**config.mk**
```make
export PLATFORM = sky130hd
export DESIGN_NAME = strap_latch_ctrl
export DESIGN_NICKNAME = d
export VERILOG_FILES = /design/src/rtl/strap_latch_pkg.sv /design/src/rtl/strap_por_timer.sv /design/src/rtl/strap_sync.sv /design/src/rtl/strap_capture.sv /design/src/rtl/strap_pad_ctrl.sv /design/src/rtl/strap_latch_ctrl.sv
export SDC_FILE = /design/constraint.sdc
export NUM_CORES = 1
export LEC_CHECK = 0
export BUFFER_PORTS_ARGS = -buffer_cell sky130_fd_sc_hd__buf_2
export CAP_MARGIN = 20
export CORE_ASPECT_RATIO = 1.1
export CORE_UTILIZATION = 46
export DETAILED_ROUTE_END_ITERATION = 6
export PLACE_DENSITY = 0.72
export SLEW_MARGIN = 10
export SYNTH_ARGS = -nofsm -noshare
export SYNTH_HDL_FRONTEND = slang
export SYNTH_HIERARCHICAL = 1
export SYNTH_SLANG_ARGS = --single-unit
```
**constraint.sdc**
```tcl
create_clock -name clk_i -period 1.7 [get_ports clk_i]
set_input_delay 0.085 -clock clk_i [delete_from_list [all_inputs] [get_ports clk_i]]
set_output_delay 0.085 -clock clk_i [all_outputs]
set_load 0.05 [all_outputs]
```
**src/rtl/strap_latch_pkg.sv**
```systemverilog
package strap_latch_pkg;
  localparam int unsigned FS_W    = 5;
  localparam int unsigned PAD_N   = FS_W + 1;
  localparam int unsigned SIO_IDX = FS_W;

  typedef struct packed {
    logic            sio_24m;
    logic [FS_W-1:0] fs;
  } strap_word_t;
endpackage

```
**src/rtl/strap_por_timer.sv**
```systemverilog
module strap_por_timer #(
  parameter int unsigned WINDOW_CYC = 28636
) (
  input  logic clk_i,
  input  logic rst_ni,
  output logic expire_o,
  output logic done_o
);
  localparam int unsigned CW   = (WINDOW_CYC < 2) ? 1 : $clog2(WINDOW_CYC);
  localparam int unsigned LAST = WINDOW_CYC - 1;

  logic [CW-1:0] cnt_q;
  logic          done_q;

  assign expire_o = !done_q && (cnt_q == CW'(LAST));
  assign done_o   = done_q;

  always_ff @(posedge clk_i or negedge rst_ni) begin
    if (!rst_ni) begin
      cnt_q  <= '0;
      done_q <= 1'b0;
    end else if (!done_q) begin
      if (expire_o) done_q <= 1'b1;
      else          cnt_q  <= cnt_q + CW'(1);
    end
  end
endmodule

```
**src/rtl/strap_sync.sv**
```systemverilog
module strap_sync #(
  parameter int unsigned WIDTH  = 6,
  parameter int unsigned STAGES = 2
) (
  input  logic             clk_i,
  input  logic             rst_ni,
  input  logic [WIDTH-1:0] d_i,
  output logic [WIDTH-1:0] q_o
);
  generate
    if (STAGES == 0) begin : g_bypass
      assign q_o = d_i;
    end else begin : g_chain
      logic [STAGES-1:0][WIDTH-1:0] stg_q;
      for (genvar s = 0; s < STAGES; s++) begin : g_stage
        always_ff @(posedge clk_i or negedge rst_ni) begin
          if (!rst_ni)     stg_q[s] <= '0;
          else if (s == 0) stg_q[s] <= d_i;
          else             stg_q[s] <= stg_q[(s == 0) ? 0 : s-1];
        end
      end
      assign q_o = stg_q[STAGES-1];
    end
  endgenerate
endmodule

```
**src/rtl/strap_capture.sv**
```systemverilog
module strap_capture
  import strap_latch_pkg::*;
(
  input  logic             clk_i,
  input  logic             rst_ni,
  input  logic             load_i,
  input  logic [PAD_N-1:0] pad_i,
  output strap_word_t      word_o
);
  strap_word_t word_q;

  always_ff @(posedge clk_i or negedge rst_ni) begin
    if (!rst_ni)     word_q <= '0;
    else if (load_i) word_q <= '{sio_24m: pad_i[SIO_IDX], fs: pad_i[FS_W-1:0]};
  end

  assign word_o = word_q;
endmodule

```
**src/rtl/strap_pad_ctrl.sv**
```systemverilog
module strap_pad_ctrl #(
  parameter int unsigned PADS = 6
) (
  input  logic            done_i,
  input  logic            test_mode_i,
  input  logic [PADS-1:0] clk_src_i,
  output logic [PADS-1:0] oe_o,
  output logic [PADS-1:0] do_o,
  output logic            hiz_o
);
  logic drive_en;
  assign drive_en = done_i && !test_mode_i;
  assign hiz_o    = test_mode_i;

  generate
    for (genvar p = 0; p < PADS; p++) begin : g_pad
      assign oe_o[p] = drive_en;
      assign do_o[p] = drive_en & clk_src_i[p];
    end
  endgenerate
endmodule

```
**src/rtl/strap_latch_ctrl.sv**
```systemverilog
module strap_latch_ctrl
  import strap_latch_pkg::*;
#(
  parameter int unsigned WINDOW_CYC  = 28636,
  parameter int unsigned SYNC_STAGES = 2
) (
  input  logic             clk_i,
  input  logic             rst_ni,
  input  logic [PAD_N-1:0] pad_i,
  input  logic [PAD_N-1:0] clk_src_i,
  input  logic             ovr_en_i,
  input  logic [FS_W-1:0]  ovr_sel_i,
  input  logic             test_mode_i,
  output logic             straps_valid_o,
  output logic [FS_W-1:0]  fsel_o,
  output logic             sio_24m_o,
  output logic [PAD_N-1:0] pad_oe_o,
  output logic [PAD_N-1:0] pad_do_o,
  output logic             all_hiz_o
);
  logic             expire, done;
  logic [PAD_N-1:0] pad_sync;
  strap_word_t      strap_word;

  strap_por_timer #(.WINDOW_CYC(WINDOW_CYC)) u_timer (
    .clk_i, .rst_ni, .expire_o(expire), .done_o(done)
  );

  strap_sync #(.WIDTH(PAD_N), .STAGES(SYNC_STAGES)) u_sync (
    .clk_i, .rst_ni, .d_i(pad_i), .q_o(pad_sync)
  );

  strap_capture u_cap (
    .clk_i, .rst_ni, .load_i(expire), .pad_i(pad_sync), .word_o(strap_word)
  );

  strap_pad_ctrl #(.PADS(PAD_N)) u_pads (
    .done_i(done), .test_mode_i, .clk_src_i,
    .oe_o(pad_oe_o), .do_o(pad_do_o), .hiz_o(all_hiz_o)
  );

  assign straps_valid_o = done;
  assign sio_24m_o      = strap_word.sio_24m;
  assign fsel_o         = ovr_en_i ? ovr_sel_i : strap_word.fs;
endmodule

```
==> run summary, run 1 <==
LOGIC SYNTHESIS
------------------------------------------------------------------------------------------
Synthesized-area fraction occupied by and/or/nand/nor cells                          18.8%
Number of flip-flops and latches in the synthesized netlist                             34
Multiplexer area fraction after synthesis                                            10.1%
Fraction of the mapped netlist area in compound gates                               0.482%
Cell type with the highest aggregate area in the netlist                      sky130_fd_sc_hd__dfrtp_1
Post-synth top area share                                                            54.7%
Post-synthesis instance area                                                      1560 µm²
Gate count of the mapped netlist                                                       115
Async set-reset flop share out of synthesis                                           100%
Number of flops mapped to enable cells by yosys                                          0
Share of synthesized cell area in full adder, half adder and majority cells         0.804%
Post-synthesis net count                                                               137
Count of cell types in the netlist                                                      32
Largest cells by area after synthesis                                         sky130_fd_sc_hd__dfrtp_1 (55%), sky130_fd_sc_hd__buf_4 (6.3%), sky130_fd_sc_hd__mux2_4 (5.8%)
Most frequent cells after synthesis                                           sky130_fd_sc_hd__dfrtp_1 (34), sky130_fd_sc_hd__buf_4 (13), sky130_fd_sc_hd__nand3_1 (7), sky130_fd_sc_hd__xor2_1 (7)
Share of synthesized area occupied by flip-flops and latches                         54.7%
Dominant cell by count in the synthesized netlist                             sky130_fd_sc_hd__dfrtp_1
Largest family of logic cells by synthesized area                             simple AND/OR/NAND/NOR gates
Syn. warnings                                                                            6
Syn avg cell area                                                                 13.5 µm²
Top FF cell, synth                                                            sky130_fd_sc_hd__dfrtp_1
Synthesized-area fraction occupied by xor and xnor cells                             7.32%

POWER
------------------------------------------------------------------------------------------
Worst IR drop on VDD                                                                522 µV
Clk pwr share                                                                        38.5%
Comb pwr share                                                                        6.3%
Power per unit of standard cell area                                            792 nW/µm²
P_leak                                                                            0.958 nW
Proportion of power drawn by flip-flops and latches                                  55.3%
Internal                                                                           1.17 mW
Switching share of total power                                                       22.1%
Net load switching power                                                          0.330 mW

STA
------------------------------------------------------------------------------------------
Final Hold Fails                                                                         0
Unrepaired setup endpoints after global routing                                       true
Worst slew margin relative to its limit                                              51.7%
Period minus WS final                                                              1.64 ns
Share of the clock period used by the worst path after layout                        96.2%
Final count of negative-setup-slack endpoints                                            0
Worst Slack Setup Final                                                          0.0643 ns
Maximum clock skew at final layout                                              0.00998 ns
Final hold slack                                                                  0.329 ns
Max-slew violation total from the final report                                           0
Maximum operating frequency                                                      0.611 GHz
Sum of negative setup slack                                                           0 ns
Slew at the pin closest to its max-slew limit                                     0.724 ns

PLACED DESIGN
------------------------------------------------------------------------------------------
Pre-CTS worst setup slack                                                        0.0285 ns
Detailed-placement wirelength estimate                                             1.86 mm
Gpl congestion                                                                       0.780
Port Buffers                                                                            40

CLOCKING
------------------------------------------------------------------------------------------
Number of levels the H-tree was split into                                               2
Worst skew pair latency                                                            0.34 ns
Library cell used as clock root buffer                                        sky130_fd_sc_hd__clkbuf_4
Number of buffers on the longest clock path                                              2
Clock net sink count                                                                    34
Number of buffers created by CTS                                                         5
Clk slew on worst S/H paths                                                        0.11 ns
CTS tree                                                                              done

WORST HOLD PATH
------------------------------------------------------------------------------------------
Hold Crit Class                                                               input port to async pin

FLOORPLANNING
------------------------------------------------------------------------------------------
Die width                                                                          57.5 µm
Number of rows in the core area                                                         21
Initial core utilization                                                             49.8%
I/O pin total                                                                           41
DIE AREA                                                                          3620 µm²
Core ar.                                                                          3130 µm²
Height of the die                                                                  63.0 µm

GLOBAL ROUTING
------------------------------------------------------------------------------------------
Vias in the first global route                                                         931
Total overflow reported by the global router                                             0
GRT Resource Usage Total                                                             16.9%
Largest net degree at the start of global routing                                       35
Global-route wire length before repair                                             4.46 mm
Antenna violations before repair                                                         0

FINAL LAYOUT
------------------------------------------------------------------------------------------
Number of diodes added for antenna fixing                                                0
Share of layout cells above drive strength 1                                         47.8%
Post-synthesis to final-layout area growth                                           21.4%
Number of nets in the final layout                                                     180
Final core utilization                                                               60.4%

SETUP PATH
------------------------------------------------------------------------------------------
Reg2reg path depth                                                                       5
Largest fanout on the critical path                                                      6
Startpoint type of the worst setup path                                           register
WS Path Type                                                                  register to register
Worst flop-to-flop path endpoint                                              u_cap/word_o[0]$_DFFE_PN0P_
Critical path data arrival time                                                    1.86 ns
Endpoint required time on the critical path                                        1.92 ns
Register-to-register setup slack                                                   0.06 ns
R2r startpoint                                                                u_timer/cnt_q[5]$_DFFE_PN0P_
Category of the worst setup path capture point                                    register

RUN STATUS
------------------------------------------------------------------------------------------
Result of the run                                                             finished with violations
Violated checks                                                               design-rule violations

DETAILED ROUTING
------------------------------------------------------------------------------------------
# DRC                                                                                    2
Via-per-instance ratio                                                                4.95
Total number of vias                                                                   956
ANT nets after route                                                                     0
Final routed wire length divided by cell count                                     13.5 µm
Initial DRC Count                                                                       17
Drt first pass iters                                                                     7
Routed Wire Length                                                                 2.61 mm

RUN
------------------------------------------------------------------------------------------
Number of max-capacitance violations reported                                            0

-- flip-flops by register name, indices dropped and copies added (netlist names) --
name / cells
u_sync/g_chain.stg_q: 6
u_timer/cnt_q: 15
u_cap/word_o: 6
u_timer/done_o: 1
u_sync/q_o: 6
-- cells in the final DEF (no fill, tap or decap), drive strengths merged --
master / synthesis / layout
and3: 1 / 1
and4bb: 1 / 1
dlygate4sd3: 0 / 7
bufinv: 0 / 1
mux2: 12 / 12
nor3: 2 / 2
nand3: 7 / 7
nand2: 2 / 2
xnor2: 6 / 6
nor3b: 3 / 3
dfrtp: 34 / 34
and4: 1 / 1
and3b: 6 / 6
nand4b: 1 / 1
nor2b: 1 / 1
and4b: 2 / 2
nor4b: 1 / 1
xor2: 7 / 7
o21a: 1 / 1
or4: 1 / 1
or2b: 1 / 1
nand4: 3 / 3
nor4: 3 / 3
buf: 15 / 44
ha: 1 / 1
clkbuf: 0 / 5
clkinv: 0 / 2
nor2: 1 / 1
inv: 2 / 2
-- area by class of cell --
type	instances	area, µm²
fill	245	1240
sequential	34	855
multi-input combinational	64	603
timing repair buffer	51	304
tap	34	42.5
clock inverter	3	40.0
clock buffer	5	37.5
inverter	2	7.51
-- how the worst max path moves through the flow --
stage                                 startpoint                            end  depth (start not counted)
floorplan               u_timer/done_o$_DFF_PN0_  u_timer/cnt_q[13]$_DFFE_PN0P_                          4
global placement    u_timer/cnt_q[0]$_DFFE_PN0P_   u_timer/cnt_q[1]$_DFFE_PN0P_                          5
detailed placement  u_timer/cnt_q[0]$_DFFE_PN0P_   u_timer/cnt_q[1]$_DFFE_PN0P_                          5
CTS                 u_timer/cnt_q[0]$_DFFE_PN0P_   u_timer/cnt_q[1]$_DFFE_PN0P_                          5
global route        u_timer/cnt_q[5]$_DFFE_PN0P_    u_cap/word_o[0]$_DFFE_PN0P_                          5
finish              u_timer/cnt_q[5]$_DFFE_PN0P_    u_cap/word_o[0]$_DFFE_PN0P_                          5
-- layer usage --
layer / vias to the layer above / part of all wire [%] / routed length [µm] / global-route usage [%]
met1: 461 / 48 / 1240 / 22.0
met2: 15 / 45 / 1190 / 23.8
met3: 5 / 4.6 / 120 / 7.45
met4: 0 / 2.2 / 57 / 8.23
li1: 475 / - / - / -
met5: - / 0 / 0 / 0
-- power by group through the flow --
| stage | logic, mW | clock network (mW) | registers [mW] |
|---|---|---|---|
| floorplan | 0.0486 | 0 | 0.841 |
| global placement | 0.0813 | 0 | 0.843 |
| detailed placement | 0.0829 | 0 | 0.843 |
| CTS | 0.0953 | 0.587 | 0.827 |
| global route | 0.103 | 0.620 | 0.828 |
| finish | 0.0937 | 0.576 | 0.827 |
-- metrics by stage --
stage	instances	power, mW	instance area (µm²)
final	193	1.50	1890
after floorplan	115	0.890	1560
after detailed placement	177	0.926	1710
after global placement	177	0.924	1710
after CTS	192	1.51	1860
after global routing	193	1.55	1890
-- worst max-delay path: stages, from the launching register on --
cell and delay (ns):
sky130_fd_sc_hd__dfrtp_1 0.42, sky130_fd_sc_hd__and4bb_1 0.29, sky130_fd_sc_hd__nand4_1 0.14, sky130_fd_sc_hd__nor3_2 0.18, sky130_fd_sc_hd__buf_4 0.19, sky130_fd_sc_hd__mux2_4 0.30
-- logic make-up after synthesis --
logic type	Yosys count
fa+ha+maj	1
buf+inv	17
flops	34
simple gates	37
compound gates	1
xor+xnor	13
mux	12
-- timing repair --
| item | CTS | global route |
|---|---|---|
| gates resized for setup | 1 | 7 |
| cloned | 0 | 0 |
| setup endpoints to repair | 6 | 17 |
| hold endpoints to repair | 40 | 0 |
| hold buffers | 7 | 0 |
| setup buffers | 0 | 1 |
No activity file was read; power rests on OpenSTA's default activity.
==> run 2, diff against run 1 <==
--- a/config.mk
+++ b/config.mk
@@ -5,12 +5,12 @@
 export SDC_FILE = /design/constraint.sdc
 export NUM_CORES = 1
 export LEC_CHECK = 0
-export BUFFER_PORTS_ARGS = -buffer_cell sky130_fd_sc_hd__buf_2
 export CAP_MARGIN = 20
 export CORE_ASPECT_RATIO = 1.1
-export CORE_UTILIZATION = 46
+export CORE_UTILIZATION = 50
 export DETAILED_ROUTE_END_ITERATION = 6
-export PLACE_DENSITY = 0.72
+export DONT_BUFFER_PORTS = 1
+export PLACE_DENSITY = 0.63
 export SLEW_MARGIN = 10
 export SYNTH_ARGS = -nofsm -noshare
 export SYNTH_HDL_FRONTEND = slang
==> constraint.sdc (replaced) <==
create_clock -name clk_i -period 1.6 [get_ports clk_i]
set_input_delay 0.08 -clock clk_i [delete_from_list [all_inputs] [get_ports clk_i]]
set_output_delay 0.08 -clock clk_i [all_outputs]
set_load 0.05 [all_outputs]
==> run 2 against run 1 <==
Compared with the run above:
- the run now ends clean
- worst hold slack worse by 0.17 ns
- wire length is 0.81% higher
- largest power group unchanged
- sequential share of layout area is 0.25 points higher
- die area is 7.7% lower
- critical path depth stayed put
- sequential power is 6.2% higher
- via count is 3.5% lower
- combinational power is 25% lower
- setup slack worse by 0.011 ns
- power is 3.3% lower
==> run summary, run 2 (synthesis gave the netlist of run 1 again) <==
RUN STATUS
-----------------------------------------------------------------------------------
Result of the run                                                      complete, no violations

CLOCKING
-----------------------------------------------------------------------------------
Clock net sink count                                                             34
Number of buffers created by CTS                                                  5
Clk slew on worst S/H paths                                                 0.10 ns
Library cell used as clock root buffer                                 sky130_fd_sc_hd__clkbuf_4
Number of levels the H-tree was split into                                        2
Number of buffers on the longest clock path                                       2
Worst skew pair latency                                                     0.33 ns
CTS tree                                                                       done

FINAL LAYOUT
-----------------------------------------------------------------------------------
Most common library cell in the layout ignoring fill and taps          sky130_fd_sc_hd__dfrtp_1
Final core utilization                                                        66.0%
Number of nets in the final layout                                              164
Share of layout cells above drive strength 1                                  43.4%
Number of flip-flops under the largest register name                             15
Filler cells                                                                    238
Post-route standard cell area excluding fillers                            1880 µm²
Post-synthesis to final-layout area growth                                    20.9%
Register name with the most flops                                      u_timer/cnt_q
Commonest cells after routing, fill and taps aside                     sky130_fd_sc_hd__dfrtp_1 (30), sky130_fd_sc_hd__buf_4 (25), sky130_fd_sc_hd__dlygate4sd3_1 (7), sky130_fd_sc_hd__nand3_1 (7), sky130_fd_sc_hd__xor2_1 (7)
Count of placed standard cells in the final layout, fillers left out            176
Number of diodes added for antenna fixing                                         0

FLOORPLANNING
-----------------------------------------------------------------------------------
Initial core utilization                                                      54.6%
DIE AREA                                                                   3340 µm²
Number of rows in the core area                                                  20
Die width                                                                   55.2 µm
Core ar.                                                                   2850 µm²
Height of the die                                                           60.5 µm
I/O pin total                                                                    41

SETUP PATH
-----------------------------------------------------------------------------------
Delay-heaviest family, CP                                              simple AND/OR/NAND/NOR gates
Worst setup path startpoint                                            u_timer/cnt_q[12]$_DFFE_PN0P_
Largest fanout on the critical path                                               6
Cell with the largest stage delay on the worst path                    sky130_fd_sc_hd__dfrtp_1
Endpoint required time on the critical path                                 1.83 ns
CP endpoint                                                            u_cap/word_o[0]$_DFFE_PN0P_
R2r startpoint                                                         u_timer/cnt_q[12]$_DFFE_PN0P_
CP Depth                                                                          5
Category of the worst setup path capture point                             register
Worst flop-to-flop path endpoint                                       u_cap/word_o[0]$_DFFE_PN0P_
Largest stage delay, worst path                                             0.40 ns
Total buffers and inverters traversed by the critical path                        1
Register-to-register setup slack                                            0.05 ns
CP cell instances                                                      and4b_1 > nand4_1 > nor3_2 > buf_6 > mux2_4
Startpoint type of the worst setup path                                    register
Reg2reg path depth                                                                5
WS Path Type                                                           register to register
Critical path data arrival time                                             1.78 ns

STA
-----------------------------------------------------------------------------------
Sum of negative setup slack                                                    0 ns
Final Hold Fails                                                                  0
Max-slew violation total from the final report                                    0
Maximum operating frequency                                               0.647 GHz
Unrepaired setup endpoints after global routing                                true
Period minus WS final                                                       1.55 ns
Slew at the pin closest to its max-slew limit                              0.496 ns
Final count of negative-setup-slack endpoints                                     0
Share of the clock period used by the worst path after layout                 96.7%
Maximum clock skew at final layout                                       0.00613 ns
Final hold slack                                                           0.160 ns
Worst slew margin relative to its limit                                       67.0%

DETAILED ROUTING
-----------------------------------------------------------------------------------
Initial DRC Count                                                                21
Total number of vias                                                            923
Routed Wire Length                                                          2.63 mm
# DRC                                                                             0
Final routed wire length divided by cell count                              14.9 µm
Via-per-instance ratio                                                         5.24
Drt first pass iters                                                              4
ANT nets after route                                                              0

GLOBAL ROUTING
-----------------------------------------------------------------------------------
Vias in the first global route                                                  864
Global-route wire length before repair                                      4.02 mm
Total overflow reported by the global router                                      0
Largest net degree at the start of global routing                                35
Antenna violations before repair                                                  0
GRT Resource Usage Total                                                      18.2%

POWER
-----------------------------------------------------------------------------------
Worst IR drop on VDD                                                         655 µV
Power per unit of standard cell area                                     769 nW/µm²
P_leak                                                                     0.899 nW

PLACED DESIGN
-----------------------------------------------------------------------------------
Port Buffers                                                                      0
Placed instance count                                                           156
Detailed-placement wirelength estimate                                      1.84 mm
Area post-placement                                                        1690 µm²
Gpl congestion                                                                0.809

WORST HOLD PATH
-----------------------------------------------------------------------------------
Hold Crit Class                                                        input port to output port

RUN
-----------------------------------------------------------------------------------
Number of max-capacitance violations reported                                     0

run 2: per-layer routing:
metal / wire (µm) / vias to the layer above / track usage, %
li1: - / 446 / -
met1: 1180 / 462 / 22.7
met5: 0 / - / 0
met3: 89 / 4 / 8.77
met2: 1310 / 11 / 26.7
met4: 48 / 0 / 8.57
run 2: metrics by stage:
stage	worst slack, ns	power [mW]
final	0.0534	1.45
after global routing	-0.0426	1.52
after CTS	0.00887	1.46
after detailed placement	-0.00778	0.931
after global placement	0.0347	0.930
after floorplan	0.00877	0.945
run 2: timing repair:
item / CTS / global route
endpoints found under the setup margin: 6 / 15
endpoints found under the hold margin: 40 / 0
pin swaps: 1 / 1
hold buffers: 8 / 0
gates resized for setup: 0 / 7
setup buffers: 0 / 4
run 2: final cells by class:
class	count	area [µm²]	area share [%]
Clock buffer	6	51.3	2.73
Clock inverter	2	12.5	0.665
Inverter	2	7.51	0.399
Multi-Input combinational cell	64	599	31.8
Sequential cell	34	856	45.5
Tap cell	33	41.3	2.19
Timing Repair Buffer	35	314	16.7
run 2: worst min-delay path by stage:
| stage | from | endpoint | cells after the start |
|---|---|---|---|
| 6_report | test_mode_i | all_hiz_o | 0 |
| 5_1_grt | test_mode_i | all_hiz_o | 0 |
| 4_1_cts | test_mode_i | all_hiz_o | 0 |
| 3_3_place_gp | rst_ni | u_sync/q_o[3]$_DFF_PN0_ | 0 |
| 2_1_floorplan | rst_ni | u_cap/word_o[0]$_DFFE_PN0P_ | 0 |
| 3_5_place_dp | rst_ni | u_sync/g_chain.stg_q[3]$_DFF_PN0_ | 0 |
run 2: power breakdown:
group          total (mW)  switching [mW]  leakage [nW]  internal (mW)
clock network       0.499           0.288        0.0343          0.211
registers           0.878         0.00395         0.426          0.874
logic              0.0701          0.0445         0.439         0.0257
total                1.45           0.336         0.899           1.11
run 2: worst reg2reg max path, cell delays in order, from the launching register on:
cell,delay [ns]
sky130_fd_sc_hd__dfrtp_1,0.40
sky130_fd_sc_hd__and4b_1,0.28
sky130_fd_sc_hd__nand4_1,0.14
sky130_fd_sc_hd__nor3_2,0.16
sky130_fd_sc_hd__buf_6,0.17
sky130_fd_sc_hd__mux2_4,0.30
